`config.mk`:
```
export PLATFORM = sky130hd
export DESIGN_NAME = uart_rx_status
export DESIGN_NICKNAME = d
export VERILOG_FILES = /design/src/rtl/uart_rx_status_pkg.sv /design/src/rtl/uart_rx_store.sv /design/src/rtl/uart_rx_flags.sv /design/src/rtl/uart_rx_req.sv /design/src/rtl/uart_rx_status.sv
export SDC_FILE = /design/constraint.sdc
export NUM_CORES = 1
export LEC_CHECK = 0
export CELL_PAD_IN_SITES_DETAIL_PLACEMENT = 1
export CELL_PAD_IN_SITES_GLOBAL_PLACEMENT = 1
export CORE_UTILIZATION = 40
export CTS_CLUSTER_DIAMETER = 200
export DETAILED_ROUTE_END_ITERATION = 7
export PLACE_DENSITY = 0.74
export SKIP_CTS_REPAIR_TIMING = 1
export SYNTH_ARGS = -nofsm -noshare
export SYNTH_HDL_FRONTEND = slang
export SYNTH_SLANG_ARGS = --single-unit
```
`constraint.sdc`:
```
create_clock -name clk -period 4.5 [get_ports clk]
set_clock_uncertainty 0.1 [all_clocks]
set_input_delay 0.45 -clock clk [delete_from_list [all_inputs] [get_ports clk]]
set_output_delay 0.45 -clock clk [all_outputs]
set_load 0.02 [all_outputs]
```
`src/rtl/uart_rx_status_pkg.sv`:
```
package uart_rx_status_pkg;

  localparam int RX_DATA_W = 8;

  typedef struct packed {
    logic [RX_DATA_W-1:0] data;
    logic                 ferr;
    logic                 noise;
  } rx_entry_t;

  function automatic logic irq_calc(input logic avail, input logic avail_ie,
                                    input logic any_err, input logic err_ie);
    return (avail & avail_ie) | (any_err & err_ie);
  endfunction

endpackage

```
`src/rtl/uart_rx_store.sv`:
```
module uart_rx_store
  import uart_rx_status_pkg::*;
#(
  parameter int DEPTH = 8
) (
  input  logic      clk,
  input  logic      rst_n,
  input  logic      queue_mode,
  input  logic      push_req,
  input  rx_entry_t push_ent,
  input  logic      pop_req,
  output rx_entry_t head_ent,
  output logic      not_empty,
  output logic      drop_ev,
  output logic      head_load_ev,
  output rx_entry_t head_next
);

  localparam int PTR_W = (DEPTH > 1) ? $clog2(DEPTH) : 1;
  localparam int CNT_W = $clog2(DEPTH + 1);

  function automatic logic [PTR_W-1:0] ptr_inc(input logic [PTR_W-1:0] p);
    return (p == PTR_W'(DEPTH - 1)) ? '0 : p + 1'b1;
  endfunction

  rx_entry_t        mem [DEPTH];
  logic [PTR_W-1:0] rd_ptr, wr_ptr;
  logic [CNT_W-1:0] count, cap, after_pop;
  logic             pop_ev, push_ev;

  assign cap       = queue_mode ? CNT_W'(DEPTH) : CNT_W'(1);
  assign pop_ev    = pop_req && (count != '0);
  assign after_pop = count - CNT_W'(pop_ev);
  assign push_ev   = push_req && (after_pop < cap);
  assign drop_ev   = push_req && !push_ev;
  assign not_empty = (count != '0);
  assign head_ent  = not_empty ? mem[rd_ptr] : '0;

  always_comb begin
    head_load_ev = 1'b0;
    head_next    = push_ent;
    if (count == '0) begin
      head_load_ev = push_ev;
    end else if (pop_ev) begin
      if (count >= CNT_W'(2)) begin
        head_load_ev = 1'b1;
        head_next    = mem[ptr_inc(rd_ptr)];
      end else begin
        head_load_ev = push_ev;
      end
    end
  end

  always_ff @(posedge clk) begin
    if (!rst_n) begin
      rd_ptr <= '0;
      wr_ptr <= '0;
      count  <= '0;
    end else begin
      if (pop_ev)  rd_ptr <= ptr_inc(rd_ptr);
      if (push_ev) wr_ptr <= ptr_inc(wr_ptr);
      count <= after_pop + CNT_W'(push_ev);
    end
  end

  for (genvar gi = 0; gi < DEPTH; gi++) begin : g_slot
    always_ff @(posedge clk) begin
      if (!rst_n)                                mem[gi] <= '0;
      else if (push_ev && wr_ptr == PTR_W'(gi))  mem[gi] <= push_ent;
    end
  end

  a_r4_count_bound: assert property (@(posedge clk) disable iff (!rst_n)
    count <= CNT_W'(DEPTH));
  a_r5_full_holds: assert property (@(posedge clk) disable iff (!rst_n)
    (push_req && !pop_req && count >= cap) |=> (count == $past(count)));
  a_r9_empty_read: assert property (@(posedge clk) disable iff (!rst_n)
    (count == '0 && pop_req && !push_req) |=> (count == '0));

endmodule

```
`src/rtl/uart_rx_flags.sv`:
```
module uart_rx_flags
  import uart_rx_status_pkg::*;
(
  input  logic      clk,
  input  logic      rst_n,
  input  logic      head_load_ev,
  input  rx_entry_t head_next,
  input  logic      drop_ev,
  input  logic      clr_fe,
  input  logic      clr_ore,
  input  logic      clr_nf,
  output logic      fe_q,
  output logic      ore_q,
  output logic      nf_q
);

  logic fe_set, nf_set;
  assign fe_set = head_load_ev && head_next.ferr;
  assign nf_set = head_load_ev && head_next.noise;

  always_ff @(posedge clk) begin
    if (!rst_n) begin
      fe_q  <= 1'b0;
      ore_q <= 1'b0;
      nf_q  <= 1'b0;
    end else begin
      if (fe_set)       fe_q <= 1'b1;
      else if (clr_fe)  fe_q <= 1'b0;
      if (drop_ev)      ore_q <= 1'b1;
      else if (clr_ore) ore_q <= 1'b0;
      if (nf_set)       nf_q <= 1'b1;
      else if (clr_nf)  nf_q <= 1'b0;
    end
  end

  a_r5_ore_on_drop: assert property (@(posedge clk) disable iff (!rst_n)
    drop_ev |=> ore_q);
  a_r6_fe_with_head: assert property (@(posedge clk) disable iff (!rst_n)
    (head_load_ev && head_next.ferr) |=> fe_q);
  a_r7_fe_sticky: assert property (@(posedge clk) disable iff (!rst_n)
    (fe_q && !clr_fe) |=> fe_q);
  a_r7_nf_sticky: assert property (@(posedge clk) disable iff (!rst_n)
    (nf_q && !clr_nf) |=> nf_q);

endmodule

```
`src/rtl/uart_rx_req.sv`:
```
module uart_rx_req
  import uart_rx_status_pkg::*;
(
  input  logic clk,
  input  logic rst_n,
  input  logic queue_mode,
  input  logic not_empty,
  input  logic fe_q,
  input  logic ore_q,
  input  logic nf_q,
  input  logic avail_ie,
  input  logic err_ie,
  output logic reg_full,
  output logic queue_ne,
  output logic dma_req,
  output logic irq
);

  logic any_err;
  assign any_err  = fe_q | ore_q | nf_q;
  assign reg_full = !queue_mode && not_empty;
  assign queue_ne = queue_mode && not_empty;
  assign dma_req  = queue_mode ? queue_ne : reg_full;
  assign irq      = irq_calc(reg_full | queue_ne, avail_ie, any_err, err_ie);

  a_r3_one_source: assert property (@(posedge clk) disable iff (!rst_n)
    !(reg_full && queue_ne));
  a_r8_err_irq: assert property (@(posedge clk) disable iff (!rst_n)
    (err_ie && any_err) |-> irq);

endmodule

```
`src/rtl/uart_rx_status.sv`:
```
module uart_rx_status
  import uart_rx_status_pkg::*;
#(
  parameter int FIFO_DEPTH = 8
) (
  input  logic                 clk,
  input  logic                 rst_n,
  input  logic                 fifo_en,
  input  logic                 rxne_ie,
  input  logic                 err_ie,
  input  logic                 rx_valid,
  input  logic [RX_DATA_W-1:0] rx_data,
  input  logic                 rx_ferr,
  input  logic                 rx_noise,
  input  logic                 rd_strobe,
  input  logic                 clr_fe,
  input  logic                 clr_ore,
  input  logic                 clr_nf,
  output logic [RX_DATA_W-1:0] rd_data,
  output logic                 rxne,
  output logic                 rxfne,
  output logic                 fe_flag,
  output logic                 ore_flag,
  output logic                 nf_flag,
  output logic                 dma_req,
  output logic                 irq
);

  rx_entry_t in_ent, head_ent, head_next;
  logic      not_empty, drop_ev, head_load_ev;

  assign in_ent = '{data: rx_data, ferr: rx_ferr, noise: rx_noise};

  uart_rx_store #(.DEPTH(FIFO_DEPTH)) store_i (
    .clk(clk), .rst_n(rst_n), .queue_mode(fifo_en),
    .push_req(rx_valid), .push_ent(in_ent), .pop_req(rd_strobe),
    .head_ent(head_ent), .not_empty(not_empty), .drop_ev(drop_ev),
    .head_load_ev(head_load_ev), .head_next(head_next)
  );

  uart_rx_flags flags_i (
    .clk(clk), .rst_n(rst_n), .head_load_ev(head_load_ev),
    .head_next(head_next), .drop_ev(drop_ev),
    .clr_fe(clr_fe), .clr_ore(clr_ore), .clr_nf(clr_nf),
    .fe_q(fe_flag), .ore_q(ore_flag), .nf_q(nf_flag)
  );

  uart_rx_req req_i (
    .clk(clk), .rst_n(rst_n), .queue_mode(fifo_en), .not_empty(not_empty),
    .fe_q(fe_flag), .ore_q(ore_flag), .nf_q(nf_flag),
    .avail_ie(rxne_ie), .err_ie(err_ie),
    .reg_full(rxne), .queue_ne(rxfne), .dma_req(dma_req), .irq(irq)
  );

  assign rd_data = head_ent.data;

  a_r3_dma_needs_data: assert property (@(posedge clk) disable iff (!rst_n)
    dma_req |-> (rxne || rxfne));
  a_r2_empty_data_zero: assert property (@(posedge clk) disable iff (!rst_n)
    !(rxne || rxfne) |-> (rd_data == '0));

endmodule

```
Word level (Yosys, flattened, before mapping)
Memory sizes are Yosys's and may differ from the RTL's. A register that Yosys moved wholly into a read port is not among the register bits.
Cells that the tools add are included.
{"block": "op_classes", "add_sub_neg": 4, "mul": 0, "div": 0, "magnitude_cmp": 2, "eq_ne": 8, "shift": 0, "mux": 52, "bitwise": 14, "reduce_logical": 23}
{"cell": "10-bit two-way mux", "n": 9}
{"cell": "1-bit two-way mux", "n": 35}
{"cell": "3-bit equality test, second input constant", "n": 5}
{"cell": "1-bit logical AND", "n": 15}
{"cell": "3-bit two-way mux", "n": 4}
{"cell": "1-bit OR", "n": 12}
{"cell": "3-bit by 1-bit adder with 3-bit output, second input constant", "n": 2}
{"cell": "3-bit by 2-bit equality test with 1-bit output, second input constant", "n": 2}
{"cell": "2-bit two-way mux", "n": 3}
{"cell": "2-bit nonzero test", "n": 3}
{"cell": "4-bit by 1-bit adder with 4-bit output", "n": 1}
{"cell": "4-bit by 2-bit >= comparator with 1-bit output, second input constant", "n": 1}
{"cell": "4-bit zero test", "n": 1}
{"cell": "4-bit less-than comparator", "n": 1}
{"cell": "4-bit two-way mux", "n": 1}
{"cell": "4-bit nonzero test", "n": 1}
{"cell": "4-bit by 1-bit subtractor with 4-bit output", "n": 1}
{"cell": "3-bit by 1-bit equality test with 1-bit output, second input constant", "n": 1}
{"cell": "3-bit zero test", "n": 1}
{"cell": "1-bit AND", "n": 2}
{"cell": "1-bit zero test", "n": 2}
{"block": "word_totals", "register_bits": 13, "latch_bits": 0, "ram_bits": 80, "romBits": 0, "in_bits": 20, "out_inout_bits": 15, "word_cells": 110, "n_memories": 1}
{"memory": "store_i.mem", "depth": 8, "width": 10, "read_ports": 2, "rd_clocked_by_memory_dff": 1, "wr": 8, "line_no": "uart_rx_store.sv:26", "text": "rx_entry_t mem [DEPTH];"}

Longest topological paths before layout
{"block": "logic_depth", "word_depth": 10, "depth_mapped": 17, "mapped_depth_nobuf": 15}

By module
Synthesis repeated with hierarchy kept, for this count alone.
{"block": "unflattened", "hier_cells": 438, "hier_area_um2": 5368.9}
{"module": "uart_rx_store", "n_inst": 1, "cells_per_inst": 421, "area_each_um2": 5228.8, "seq_area_each_um2": 2662.6}
{"module": "uart_rx_flags", "n_inst": 1, "cells_per_inst": 11, "area_each_um2": 108.9, "seq_area_each_um2": 60.1}
{"module": "uart_rx_req", "n_inst": 1, "cells_per_inst": 6, "area_each_um2": 31.3, "seq_area_each_um2": 0.0}

Worst setup path before layout
No wires, ideal clock.
{"block": "synth_timing", "path_type": "register -> register", "from": "register store_i.count[2]", "to": "memory store_i.mem[4][0] (netlist bit), enable pin", "setup_time_ns": 0.378, "t_arrival_ns": 3.206, "t_required_ns": 4.022, "path_slack_ns": 0.816, "stages_incl_launch_ff": 15, "path_buffers": 2, "period_less_slack_ns": 3.684, "cell_sequence": "dfxtp_1 -> or3_1 -> nor2_1 -> inv_2 -> nand2_1 -> inv_1 -> ha_1 -> ha_1 -> xor2_1 -> o41a_1 -> nor3b_2 -> buf_4 -> buf_6 -> nand2_1 -> o21ai_1"}
{"item": "start: declaration", "line_no": "uart_rx_store.sv:28", "text": "logic [CNT_W-1:0] count, cap, after_pop;"}
{"item": "start signal: assignment", "line_no": "uart_rx_store.sv:62", "text": "count <= after_pop + CNT_W'(push_ev);"}
{"item": "end: declaration", "line_no": "uart_rx_store.sv:26"}

==> Implementation_results.wiki <==
{| class="wikitable"
! Metric !! Value
|-
| Post-route minimum period || 3.75 ns
|-
| Max-slew headroom at the worst pin || 0.384
|-
| Syn Nets || 377
|-
| Worst R2R Path Depth || 13
|-
| # IOs || 35
|-
| Row count || 38
|-
| Clk network pwr share || 0.250
|-
| Data arrival at the endpoint of the critical path || 3.62 ns
|-
| Startpoint of the worst hold path || flags_i.nf_q
|-
| Setup slack of the most critical reg-to-reg path || 0.75 ns
|-
| Buffer cell driving the clock tree root || sky130_fd_sc_hd__clkbuf_16
|-
| Clock tree from TritonCTS || yes
|-
| Max-capacitance violation count || 0
|-
| Endpoint of the worst register-to-register path || store_i.mem[0][5]
|-
| Die height || 109 µm
|-
| Clock slew seen by the registers of the worst setup and hold paths || 0.07 ns
|-
| Synthesized instance count || 344
|-
| Total of buffers placed on input and output ports || 34
|-
| Share of the clock period used by the worst path || 0.833
|-
| Share of the yosys chip area belonging to registers || 0.589
|-
| Leak pwr || 2.02 nW
|-
| Initial standard-cell utilization of the core || 0.419
|-
| Avg Vias per Cell || 5.29
|-
| Design internal power || 2.02 mW
|-
| Crit Path Class || reg -> reg
|-
| Worst IR Drop VDD || 0.198 mV
|-
| WL per Instance || 20.8 µm
|-
| Hold Path Sink || flags_i.nf_q
|-
| RSZ-0062 raised after global routing || false
|-
| Kind of start point of the critical path || register
|-
| Total DRC errors in the routed layout || 0
|-
| Sum of overflow across all layers after global routing || 0
|-
| Setup TNS || 0 ns
|-
| Number of buffers added by the clock tree synthesis step || 9
|-
| Maximum number of pins on one net before global-route repair || 21
|-
| Net switching power of the design || 0.979 mW
|-
| Detailed-router iteration count before antenna repair || 4
|-
| Iteration-0 DRC count of the detailed router || 86
|-
| Overall die area || 0.0120 mm²
|-
| R2R Path Start || store_i.count[2]
|-
| Wire length of the first global-routing pass || 16.7 mm
|-
| Layout Area Growth over Synthesis || 15.9%
|-
| Class of the tightest hold or removal check || reg -> reg
|-
| Type of destination of the critical path || register
|-
| Run status || completed
|-
| Overall routed net length || 10.8 mm
|-
| Ratio of cells with drive above 1 in the final layout || 0.105
|-
| H-tree levels || 3
|-
| CORE AREA || 0.0110 mm²
|-
| Vias in the first global route || 2870
|-
| Worst setup slack after layout || 0.751 ns
|-
| Number of distinct standard cells referenced by the synthesized netlist || 41
|-
| Flip-flop and latch count after synthesis || 96
|-
| Global router's overall resource usage || 0.197
|-
| Clock Sinks || 96
|-
| Footprint of the flip-flops and latches || 0.00272 mm²
|-
| Half-perimeter wire length of the detailed placement result || 7.23 mm
|-
| Worst slack at placement || 0.782 ns
|-
| Power per Cell Area || 560 mW/mm²
|-
| Count of final hold-check violations || 0
|-
| Switching power share of the total || 0.327
|-
| F_max || 0.267 GHz
|-
| ANT nets after route || 0
|-
| Fraction of synthesized cell area taken by the top area cell type || 0.520
|-
| Final-report setup violation count || 0
|-
| Largest area contributor in the synthesized netlist || sky130_fd_sc_hd__edfxtp_1
|-
| Clock latency on the worst-skew pair || 0.34 ns
|-
| Most area-consuming cells after synthesis || sky130_fd_sc_hd__edfxtp_1, sky130_fd_sc_hd__and2_1, sky130_fd_sc_hd__mux4_2
|-
| Part of the total power dissipated in combinational logic || 0.340
|-
| Area of combinational cells with multiple inputs || 0.00173 mm²
|-
| Total via count after detailed routing || 2752
|-
| Number of synthesis warnings || 0
|-
| Fill cell count || 1147
|-
| Average cell area after synthesis || 13.4 µm²
|-
| Sequential share of power || 0.410
|-
| Actual transition at the worst max-transition pin || 0.923 ns
|-
| Critical path fanouts, max || 20
|-
| Total Power Consumption || 3.00 mW
|-
| Maximum clock path buffer count || 2
|-
| Post-Synthesis Cell Area || 0.00462 mm²
|-
| Nets || 408
|-
| Cell depth of the worst hold path || 2
|-
| Antenna cell count || 0
|-
| Placer Congestion || 0.727
|-
| Number of slew-limit violations in the final report || 0
|-
| Horizontal die dimension || 109 µm
|-
| Data required time at the worst endpoint || 4.37 ns
|-
| Number of antenna violations at the first check in global routing || 0
|}
-- synthesized netlist by cell type --
library cell	count
sky130_fd_sc_hd__o21ai_1	3
sky130_fd_sc_hd__a211oi_1	2
sky130_fd_sc_hd__inv_1	14
sky130_fd_sc_hd__mux2_2	1
sky130_fd_sc_hd__buf_1	2
sky130_fd_sc_hd__o211ai_1	1
sky130_fd_sc_hd__nand2_1	15
sky130_fd_sc_hd__xnor2_1	2
sky130_fd_sc_hd__inv_2	1
sky130_fd_sc_hd__clkbuf_1	7
sky130_fd_sc_hd__dfxtp_1	16
sky130_fd_sc_hd__mux4_2	17
sky130_fd_sc_hd__nand3_1	4
sky130_fd_sc_hd__buf_4	6
sky130_fd_sc_hd__a22oi_1	2
sky130_fd_sc_hd__edfxtp_1	80
sky130_fd_sc_hd__a21boi_0	1
sky130_fd_sc_hd__nor2_1	16
sky130_fd_sc_hd__and2_1	85
sky130_fd_sc_hd__o221ai_2	1
sky130_fd_sc_hd__a31o_1	1
sky130_fd_sc_hd__buf_2	5
sky130_fd_sc_hd__nand2b_1	1
sky130_fd_sc_hd__a21oi_1	2
sky130_fd_sc_hd__nor3_1	2
sky130_fd_sc_hd__a22o_1	1
sky130_fd_sc_hd__and3_1	2
sky130_fd_sc_hd__o32ai_2	1
sky130_fd_sc_hd__nor3b_2	1
sky130_fd_sc_hd__nor2b_1	6
sky130_fd_sc_hd__o41a_1	1
sky130_fd_sc_hd__ha_1	13
sky130_fd_sc_hd__xor2_1	2
sky130_fd_sc_hd__a221oi_1	2
sky130_fd_sc_hd__mux2i_1	15
sky130_fd_sc_hd__o22ai_1	1
sky130_fd_sc_hd__o21ai_0	2
sky130_fd_sc_hd__or3_1	2
sky130_fd_sc_hd__buf_6	1
sky130_fd_sc_hd__and4_1	6
sky130_fd_sc_hd__o211a_1	1
-- metal layers --
metal	wire length, µm	global-route usage	share of wire
met1	5030	0.274	0.47
met2	5210	0.318	0.48
met3	402	0.0249	0.037
met4	161	0.0714	0.015
met5	0	0	0
-- registers in the layout, summed over array words and instances (netlist names), named ones only --
signal	count
store_i.count	4
store_i.wr_ptr	3
flags_i.ore_q	1
flags_i.nf_q	1
flags_i.fe_q	1
store_i.rd_ptr	3
store_i.mem	80
-- worst max path at each step --
stage / start / to / slack [ns]
6_report: store_i.count[2] / store_i.mem[0][5] / 0.75
2_1_floorplan: store_i.count[2] / store_i.mem[4][0] / 0.82
3_5_place_dp: store_i.count[2] / store_i.mem[0][5] / 0.78
3_3_place_gp: store_i.count[2] / store_i.mem[0][5] / 0.90
4_1_cts: store_i.count[2] / store_i.mem[0][7] / 0.74
5_1_grt: store_i.count[2] / store_i.mem[0][7] / 0.49
-- power by group through the flow --
stage                     Combinational [mW]  Clock (mW)  Sequential, mW
final                                   1.02       0.749            1.23
after global routing                    1.11       0.781            1.25
after CTS                               1.03       0.759            1.23
after detailed placement                1.03           0            1.25
after global placement                 0.999           0            1.24
after floorplan                        0.709           0            1.19
-- cell type report --
| type | instances | share of cell area |
|---|---|---|
| well taps | 140 | 0.0327 |
| clock inverters | 3 | 0.00794 |
| clock buffers | 13 | 0.0448 |
| multi-input cells | 212 | 0.323 |
| inverters | 15 | 0.0105 |
| repair buffers | 41 | 0.0733 |
| flip-flops and latches | 96 | 0.508 |
-- through the flow --
stage	instances	util	area (µm²)	hold slack [ns]
2_1_floorplan	344	-	4620	0.419
3_3_place_gp	504	0.460	5070	0.381
3_5_place_dp	504	0.460	5070	0.387
4_1_cts	520	0.486	5360	0.398
5_1_grt	520	0.486	5360	0.414
6_report	520	0.486	5360	0.393
-- worst max-delay path: stages, from the launching register on --
cell and delay (ns):
sky130_fd_sc_hd__dfxtp_1 0.33, sky130_fd_sc_hd__or3_1 0.43, sky130_fd_sc_hd__nor2_1 0.18, sky130_fd_sc_hd__inv_2 0.07
sky130_fd_sc_hd__nand2_1 0.20, sky130_fd_sc_hd__inv_1 0.07, sky130_fd_sc_hd__ha_1 0.21, sky130_fd_sc_hd__ha_1 0.20
sky130_fd_sc_hd__xor2_1 0.20, sky130_fd_sc_hd__o41a_1 0.37, sky130_fd_sc_hd__nor3b_2 0.17, sky130_fd_sc_hd__buf_4 0.25
sky130_fd_sc_hd__nand3_1 0.10, sky130_fd_sc_hd__nand2_1 0.49
-- cells in the final DEF (no fill, tap or decap), types with 2 or more instances in the layout --
cell                               n
sky130_fd_sc_hd__xor2_1            2
sky130_fd_sc_hd__nand3_1           4
sky130_fd_sc_hd__mux2i_1          15
sky130_fd_sc_hd__and3_1            2
sky130_fd_sc_hd__and4_1            6
sky130_fd_sc_hd__nor3_1            2
sky130_fd_sc_hd__and2_1           85
sky130_fd_sc_hd__nand2_1          15
sky130_fd_sc_hd__nor2b_1           6
sky130_fd_sc_hd__clkbuf_1          4
sky130_fd_sc_hd__ha_1             13
sky130_fd_sc_hd__a21oi_1           2
sky130_fd_sc_hd__clkdlybuf4s50_1  34
sky130_fd_sc_hd__o21ai_1           3
sky130_fd_sc_hd__nor2_1           16
sky130_fd_sc_hd__a221oi_1          2
sky130_fd_sc_hd__dfxtp_1          16
sky130_fd_sc_hd__clkbuf_16         9
sky130_fd_sc_hd__xnor2_1           2
sky130_fd_sc_hd__buf_4             7
sky130_fd_sc_hd__mux4_2           17
sky130_fd_sc_hd__a211oi_1          2
sky130_fd_sc_hd__edfxtp_1         80
sky130_fd_sc_hd__o21ai_0           2
sky130_fd_sc_hd__inv_1            14
sky130_fd_sc_hd__a22oi_1           2
sky130_fd_sc_hd__or3_1             2
-- kinds of logic after synthesis --
group / Yosys count / synth area share
AOI/OAI and AO/OA: 22 / 0.0376
xor gates and xnor gates: 4 / 0.00758
adders and majority gates: 13 / 0.0352
buffers and inverters: 36 / 0.0371
DFF: 96 / 0.589
muxes: 33 / 0.118
and+or+nand+nor: 140 / 0.176
(Power assumes the default switching activity.)
